--- src/rtl/stp_pkg.sv ---
package stp_pkg;

  localparam int PHASES = 4;
  localparam int POS_W  = 3;

  typedef enum logic [1:0] {
    MODE_FULL = 2'b00,
    MODE_HALF = 2'b01,
    MODE_WAVE = 2'b10,
    MODE_RSVD = 2'b11
  } step_mode_e;

  // Only half step uses all eight positions.
  function automatic logic mode_is_half(input logic [1:0] m);
    return (m == MODE_HALF);
  endfunction

  // Index the translator uses: four-position modes see only the low bits.
  function automatic logic [POS_W-1:0] eff_index(input logic [1:0] m,
                                                 input logic [POS_W-1:0] p);
    return mode_is_half(m) ? p : {1'b0, p[1:0]};
  endfunction

  // Next position after one step in the given direction.
  function automatic logic [POS_W-1:0] next_pos(input logic [POS_W-1:0] p,
                                                input logic dir,
                                                input logic half);
    logic [POS_W-1:0] b;
    b = half ? p : {1'b0, p[1:0]};
    if (dir) b = b + 3'd1;
    else     b = b - 3'd1;
    if (!half) b[2] = 1'b0;
    return b;
  endfunction

  // Single-coil mask for coil k (0..3).
  function automatic logic [PHASES-1:0] coil(input logic [1:0] k);
    return 4'b0001 << k;
  endfunction

  // Coil pattern for a mode and position.
  function automatic logic [PHASES-1:0] coil_pattern(input logic [1:0] m,
                                                     input logic [POS_W-1:0] p);
    logic [1:0] k;
    logic [PHASES-1:0] pat;
    case (m)
      MODE_HALF: begin
        k   = p[2:1];
        pat = coil(k) | (p[0] ? coil(k + 2'd1) : 4'b0000);
      end
      MODE_WAVE: begin
        pat = coil(p[1:0]);
      end
      default: begin
        k   = p[1:0];
        pat = coil(k) | coil(k - 2'd1);
      end
    endcase
    return pat;
  endfunction

endpackage

--- src/rtl/stp_sync.sv ---
module stp_sync #(
  parameter int W      = 4,
  parameter int STAGES = 2
) (
  input  logic         clk,
  input  logic         rst,
  input  logic [W-1:0] d,
  output logic [W-1:0] q
);

  logic [STAGES-1:0][W-1:0] stg;

  always_ff @(posedge clk or posedge rst) begin
    if (rst) begin
      stg <= '0;
    end else begin
      stg[0] <= d;
      for (int s = 1; s < STAGES; s++) begin
        stg[s] <= stg[s-1];
      end
    end
  end

  assign q = stg[STAGES-1];

endmodule

--- src/rtl/stp_edge.sv ---
module stp_edge (
  input  logic clk,
  input  logic rst,
  input  logic level,
  output logic rise
);

  logic level_d;

  always_ff @(posedge clk or posedge rst) begin
    if (rst) level_d <= 1'b0;
    else     level_d <= level;
  end

  assign rise = level & ~level_d;

endmodule

--- src/rtl/stp_pos_counter.sv ---
module stp_pos_counter
  import stp_pkg::*;
(
  input  logic             clk,
  input  logic             rst,
  input  logic             step_evt,
  input  logic             dir,
  input  logic [1:0]       mode,
  output logic [POS_W-1:0] pos
);

  logic half_w;
  assign half_w = mode_is_half(mode);

  always_ff @(posedge clk or posedge rst) begin
    if (rst) begin
      pos <= '0;
    end else if (step_evt) begin
      pos <= next_pos(pos, dir, half_w);
    end else if (!half_w && pos[2]) begin
      pos <= {1'b0, pos[1:0]};
    end
  end

endmodule

--- src/rtl/stp_translator.sv ---
module stp_translator
  import stp_pkg::*;
(
  input  logic [1:0]        mode,
  input  logic [POS_W-1:0]  pos,
  input  logic              drv_en_n,
  output logic [PHASES-1:0] phase_on,
  output logic              home_n
);

  logic [POS_W-1:0]  idx_w;
  logic [PHASES-1:0] pat_w;

  assign idx_w  = eff_index(mode, pos);
  assign pat_w  = coil_pattern(mode, idx_w);
  assign home_n = (idx_w != '0);

  for (genvar i = 0; i < PHASES; i++) begin : g_gate
    assign phase_on[i] = pat_w[i] & ~drv_en_n;
  end

endmodule

--- src/rtl/stp_indexer.sv ---
module stp_indexer
  import stp_pkg::*;
#(
  parameter int SYNC_STAGES = 2
) (
  input  logic       clk,
  input  logic       rst,
  input  logic       step_in,
  input  logic       dir_in,
  input  logic [1:0] mode_in,
  input  logic       drv_en_n,
  input  logic       fault_in,
  output logic [3:0] phase_on,
  output logic       home_n
);

  localparam int SYNC_W = 4;

  logic [SYNC_W-1:0] raw_w;
  logic [SYNC_W-1:0] sync_w;
  logic              step_s;
  logic              dir_s;
  logic [1:0]        mode_s;
  logic              step_rise;
  logic              step_evt;
  logic [POS_W-1:0]  pos_q;

  assign raw_w = {mode_in, dir_in, step_in};

  stp_sync #(.W(SYNC_W), .STAGES(SYNC_STAGES)) u_sync (
    .clk (clk),
    .rst (rst),
    .d   (raw_w),
    .q   (sync_w)
  );

  assign step_s = sync_w[0];
  assign dir_s  = sync_w[1];
  assign mode_s = sync_w[3:2];

  stp_edge u_edge (
    .clk   (clk),
    .rst   (rst),
    .level (step_s),
    .rise  (step_rise)
  );

  assign step_evt = step_rise & ~fault_in;

  stp_pos_counter u_cnt (
    .clk      (clk),
    .rst      (rst),
    .step_evt (step_evt),
    .dir      (dir_s),
    .mode     (mode_s),
    .pos      (pos_q)
  );

  stp_translator u_xlat (
    .mode     (mode_s),
    .pos      (pos_q),
    .drv_en_n (drv_en_n),
    .phase_on (phase_on),
    .home_n   (home_n)
  );

endmodule

--- config.mk ---
export PLATFORM = sky130hd
export DESIGN_NAME = stp_indexer
export DESIGN_NICKNAME = d
export VERILOG_FILES = /design/src/rtl/stp_pkg.sv /design/src/rtl/stp_sync.sv /design/src/rtl/stp_edge.sv /design/src/rtl/stp_pos_counter.sv /design/src/rtl/stp_translator.sv /design/src/rtl/stp_indexer.sv
export SDC_FILE = /design/constraint.sdc
export NUM_CORES = 1
export LEC_CHECK = 0
export ABC_AREA = 1
export BUFFER_PORTS_ARGS = -buffer_cell sky130_fd_sc_hd__buf_2
export CAP_MARGIN = 20
export CORE_UTILIZATION = 30
export CTS_CLUSTER_DIAMETER = 80
export DETAILED_ROUTE_END_ITERATION = 12
export RECOVER_POWER = 25
export REMOVE_ABC_BUFFERS = 1
export SLEW_MARGIN = 0
export SYNTH_ARGS = -nofsm -noshare
export SYNTH_HDL_FRONTEND = slang
export SYNTH_HIERARCHICAL = 1
export SYNTH_SLANG_ARGS = --single-unit
--- constraint.sdc ---
create_clock -name clk -period 2.1 [get_ports clk]
set_input_delay 0.105 -clock clk [delete_from_list [all_inputs] [get_ports clk]]
set_output_delay 0.105 -clock clk [all_outputs]
set_load 0.01 [all_outputs]
---- Yosys cells after proc, flatten, opt, wreduce, memory -nomap -nowiden ----
Cells that the tools add are included.
operators by class
  add/sub/neg operators ................... 4
  bitwise logic cells ..................... 11
  shifts and indexed selects .............. 4
  equal/unequal tests ..................... 2
  mux-type cells .......................... 7
  reductions and logical operators ........ 4
operators by type and width
  kind                 number
  $shl 1x2->4 const A  4
  $mux 3               4
  $or 4x4->4           2
  $pmux 4 s2           1
  $and 1x1->1          6
  $mux 4               1
  $add 3x1->3 const B  1
  $not 1->1            3
  $reduce_bool 3->1    1
  $sub 3x1->3 const B  1
  $add 2x1->2 const B  1
  $eq 2x1->1 const B   1
  $eq 2x2->1 const B   1
  $reduce_bool 2->1    1
  $sub 2x1->2 const B  1
  $logic_and 1x1->1    1
  $logic_not 1->1      1
  $mux 1               1
storage, ports and cells
  bits of input ports ..................... 8
  logic and storage cells ................. 37
  flip-flop bits (word level) ............. 12

---- Logic depth before layout (Yosys ltp) ----
  word-level depth ........................ 8
  mapped depth ............................ 9
  depth with buffers taken out ............ 8

---- By module ----
Netlist, hierarchy kept.
modules (own cells, without submodules)
  module           times used  area each (um^2)  cells an instance
  stp_translator   1           279.0             49
  stp_sync         1           234.0             13
  stp_pos_counter  1           181.4             24
  stp_edge         1           38.8              4
  stp_indexer      1           10.0              2

---- Worst setup path before layout ----
Ideal clock, no wire load.
  path kind ............................... reg2out
  start ................................... register u_cnt.pos[0]
  end ..................................... output port phase_on[1]
  required time ........................... 1.995 ns
  data arrival time ....................... 1.190 ns
  path slack .............................. 0.805 ns
  cell stages (with the launch flop) ...... 6
  cell sequence ........................... dfrtp_1 -> inv_1 -> ha_1 -> or2_0 -> nand2_1 -> nor2_2
between the ends
  cells in the longest elaborated chain, start to end .. 6
ends and longest elaborated chain
  element                 RTL line               source
  from (decl)             stp_pos_counter.sv:9   output logic [POS_W-1:0] pos
  from (signal assigned)  stp_pos_counter.sv:19  pos <= next_pos(pos, dir, half_w);
  from (signal assigned)  stp_pos_counter.sv:21  pos <= {1'b0, pos[1:0]};
  $mux 3 *                stp_pkg.sv:21          return mode_is_half(m) ? p : {1'b0, p[1:0]};
  $sub 2x1->2             stp_pkg.sv:56          pat = coil(k) | coil(k - 2'd1);
  $shl 1x2->4             stp_pkg.sv:38          return 4'b0001 << k;
  $or 4x4->4              stp_pkg.sv:56
  $pmux 4 s2 *            stp_pkg.sv:46          case (m)
  $and 1x1->1 *           stp_translator.sv:19   assign phase_on[i] = pat_w[i] & ~drv_en_n;
  to (decl)               stp_indexer.sv:13      output logic [3:0] phase_on,
Every way passes the cells marked *; elsewhere a longest branch is shown, timed or not.

---- Worst setup path in the final report ----
Same ends and word-level chain as after synthesis.

==> impl_results.md <==
* I/O pins at 13
* Vias per cell at 4.12
* CTS tree: yes
* Worst EP arrival at 1.67 ns
* Global route overflow at 0
* Synth Flop Type: sky130_fd_sc_hd__dfrtp_1
* Ratio of total power to cell area at 927 nW/µm²
* Number of endpoints failing setup at the final stage at 0
* Maximum clock path buffer count at 2
* Critical Path Slowest Stage Cell: sky130_fd_sc_hd__dfrtp_1
* Area of the placeable core at 2280 µm²
* Buffers on Ports at 12
* Number of vias in the routed layout at 564
* Post-CTS setup buffer count at 0
* Buf/Inv on CP at 2
* Worst setup path class: flop to output port
* Die X at 51.8 µm
* Skew final at 0.000840 ns
* DP Wirelength at 941 µm
* Largest cells by area after synthesis: sky130_fd_sc_hd__dfrtp_1 (40%), sky130_fd_sc_hd__ha_1 (13%), sky130_fd_sc_hd__nand2_1 (11%)
* Minimum clock period after layout at 1.77 ns
* DR DRC count at 0
* Total wire length after detailed routing at 1.17 mm
* Crit-path cells: inv_1 > ha_1 > or2_0 > nand2_1 > nor2_2 > buf_2
* Floorplan die area at 2680 µm²
* Initial antenna violation count at 0
* Post-synth cell types at 16
* Final worst hold slack at 0.135 ns
* Number of clock sinks at 12
* CP startpoint kind: flop
* Asr flop ratio synth at 100%
* Final net count at 127
* Mux cell area share after synthesis at 0%
* Max-slew headroom at 79.9%
* N_diodes at 0
* Maximum clock rate at 564 MHz
* Clock network latency to the later pin of the worst-skew pair at 0.26 ns
* Setup repair after global routing missed its margin: false
* CP Max Fanout at 7
* FP Rows at 17
* Vias in the first global route at 556
* Synth top area share at 40.4%
* Die height at 51.8 µm
* Utilization after layout at 39.3%
* Sequential share of the synthesized area at 40.4%
* Type of the most critical hold path: input pin to flop
* H-Tree Depth at 1
* Data required time at the worst endpoint at 2.00 ns
* Cell at the root of the clock tree: sky130_fd_sc_hd__clkbuf_4
* Fraction of layout cells with a size suffix above 1 at 21.1%
* Number of violations reported at the end of detailed-routing iteration 0 at 6
* Top cells by count, synth: sky130_fd_sc_hd__nand2_1 (22), sky130_fd_sc_hd__inv_1 (15), sky130_fd_sc_hd__dfrtp_1 (12)
* Final-layout setup total negative slack at 0 ns
* Number of instances in the synthesized netlist at 92
* P_leak at 0.000488 µW
* Max Cap Viol at 0
* Number of buffers created by CTS at 3
* Max-slew violation count at 0
* Final Cycle Share at 84.4%
* Netlist area before placement at 743 µm²
* Final hold violation count at 0
* WL per Instance at 8.55 µm
* Area share of and/or/nand/nor cells after synthesis at 22.6%
* Slew of the pin with the lowest slew margin at 0.302 ns
* Count leader, synth: sky130_fd_sc_hd__nand2_1
* Share of synthesized cell area in full adder, half adder and majority cells at 16.2%
* FF+latch count, synth at 12
* Post-synthesis to final-layout area growth at 20.2%
* Largest net degree at the start of global routing at 10
* Post-Syn Area per Cell at 8.08 µm²
* Final estimated routing congestion in global placement at 0.805
* First-pass GRT wire length at 2.17 mm
* DRT Pass-1 Iters at 4
* Clock slew seen by the registers of the worst setup and hold paths at 0.07 ns
* IR drop worst, VDD at 537 µV
* Crit. End Element: output port
* Number of synthesis warnings at 6
* Overall fraction of global-route tracks in use at 10.8%
* Post-synthesis share of cell area spent on xor and xnor gates at 1.18%
* Dominant cell type by area after synthesis: sky130_fd_sc_hd__dfrtp_1
* Status: complete, no violations
* Crit path max-delay family: flip-flops
* EDFF count, synth at 0
* Post-DRT Antenna Nets at 0
* Main combinational cell family by area after synthesis: simple AND/OR/NAND/NOR gates
* Starting utilization of the core area at 32.7%
* Largest stage delay, worst path at 0.47 ns
* Post-synthesis compound-gate area fraction at 6.57%
[flip-flops by register name (all words and copies together) (netlist names)]
| signal | count |
|---|---|
| u_edge/level_d | 1 |
| u_cnt/pos | 3 |
| u_sync/q | 4 |
| u_sync/stg | 4 |
[cell type report]
type	instances	area (µm²)
inverters	18	67.6
well taps	28	35.0
fillers	231	1380
multi-input cells	58	345
repair buffers	17	109
clock buffers	4	36.3
flip-flops and latches	12	300
[layer usage]
layer | global-route usage [%] | vias up | share of wire, %
met2 | 19.0 | 12 | 49
met5 | 0 | - | 0
met3 | 1.75 | 0 | 2.6
met4 | 5.41 | 0 | 0
li1 | - | 307 | -
met1 | 12.4 | 245 | 48
[cells in the final DEF (no fill, tap or decap), drive strengths merged]
cell | netlist | routed
a21oi | 8 | 8
buf | 4 | 11
clkbuf | 0 | 5
dfrtp | 12 | 12
dlygate4sd3 | 0 | 5
fa | 1 | 1
ha | 8 | 8
inv | 18 | 18
nand2 | 23 | 23
nand3 | 7 | 7
nor2 | 8 | 8
o21ai | 1 | 1
or2 | 1 | 1
xor2 | 1 | 1
[logic make-up after synthesis]
group           count (synthesis)
compound gates                  9
xor+xnor                        1
fa+ha+maj                       9
buf+inv                        22
flops                          12
simple gates                   39
[path summary, 6_finish.rpt]
| kind | from | slack (ns) | cells past startpoint | to |
|---|---|---|---|---|
| max in group asynchronous | rst | 1.56 | 3 | u_sync/q[1] |
| hold reg to reg | u_sync/stg[2] | 0.35 | 0 | u_sync/q[2] |
| hold / removal | fault_in | 0.13 | 3 | u_cnt/pos[1] |
| setup / recovery | u_cnt/pos[0] | 0.33 | 6 | phase_on[1] |
| min in group asynchronous | rst | 0.22 | 3 | u_edge/level_d |
| setup reg to reg | u_cnt/pos[1] | 0.73 | 7 | u_cnt/pos[2] |
[per-stage QoR]
step                      setup WS [ns]  cells  total power (µW)  area (µm²)
after global placement            0.648    128               643         808
final                             0.327    137               828         893
after CTS                         0.300    137               841         895
after global routing              0.207    137               916         893
after floorplan                   0.805     88               555         713
after detailed placement          0.610    128               649         808
[power by group]
part / internal (µW) / switching, µW
Combinational: 145 / 197
Sequential: 259 / 51.9
Clock: 105 / 69.8
Total: 509 / 318
[what timing repair did]
action / CTS / global route
resized for setup: 0 / 0
hold endpoints to repair: 16 / 0
hold buffers: 5 / 0
setup endpoints to repair: 0 / 0
[tightest hold or removal path: cells and delay by family]
family | cells | cell delay (ns)
AO/OA/AOI/OAI | 1 | 0.11
buffers and inverters | 1 | 0.08
AND/OR/NAND/NOR | 1 | 0.05
Note: power is estimated with default switching activity, not from simulation.
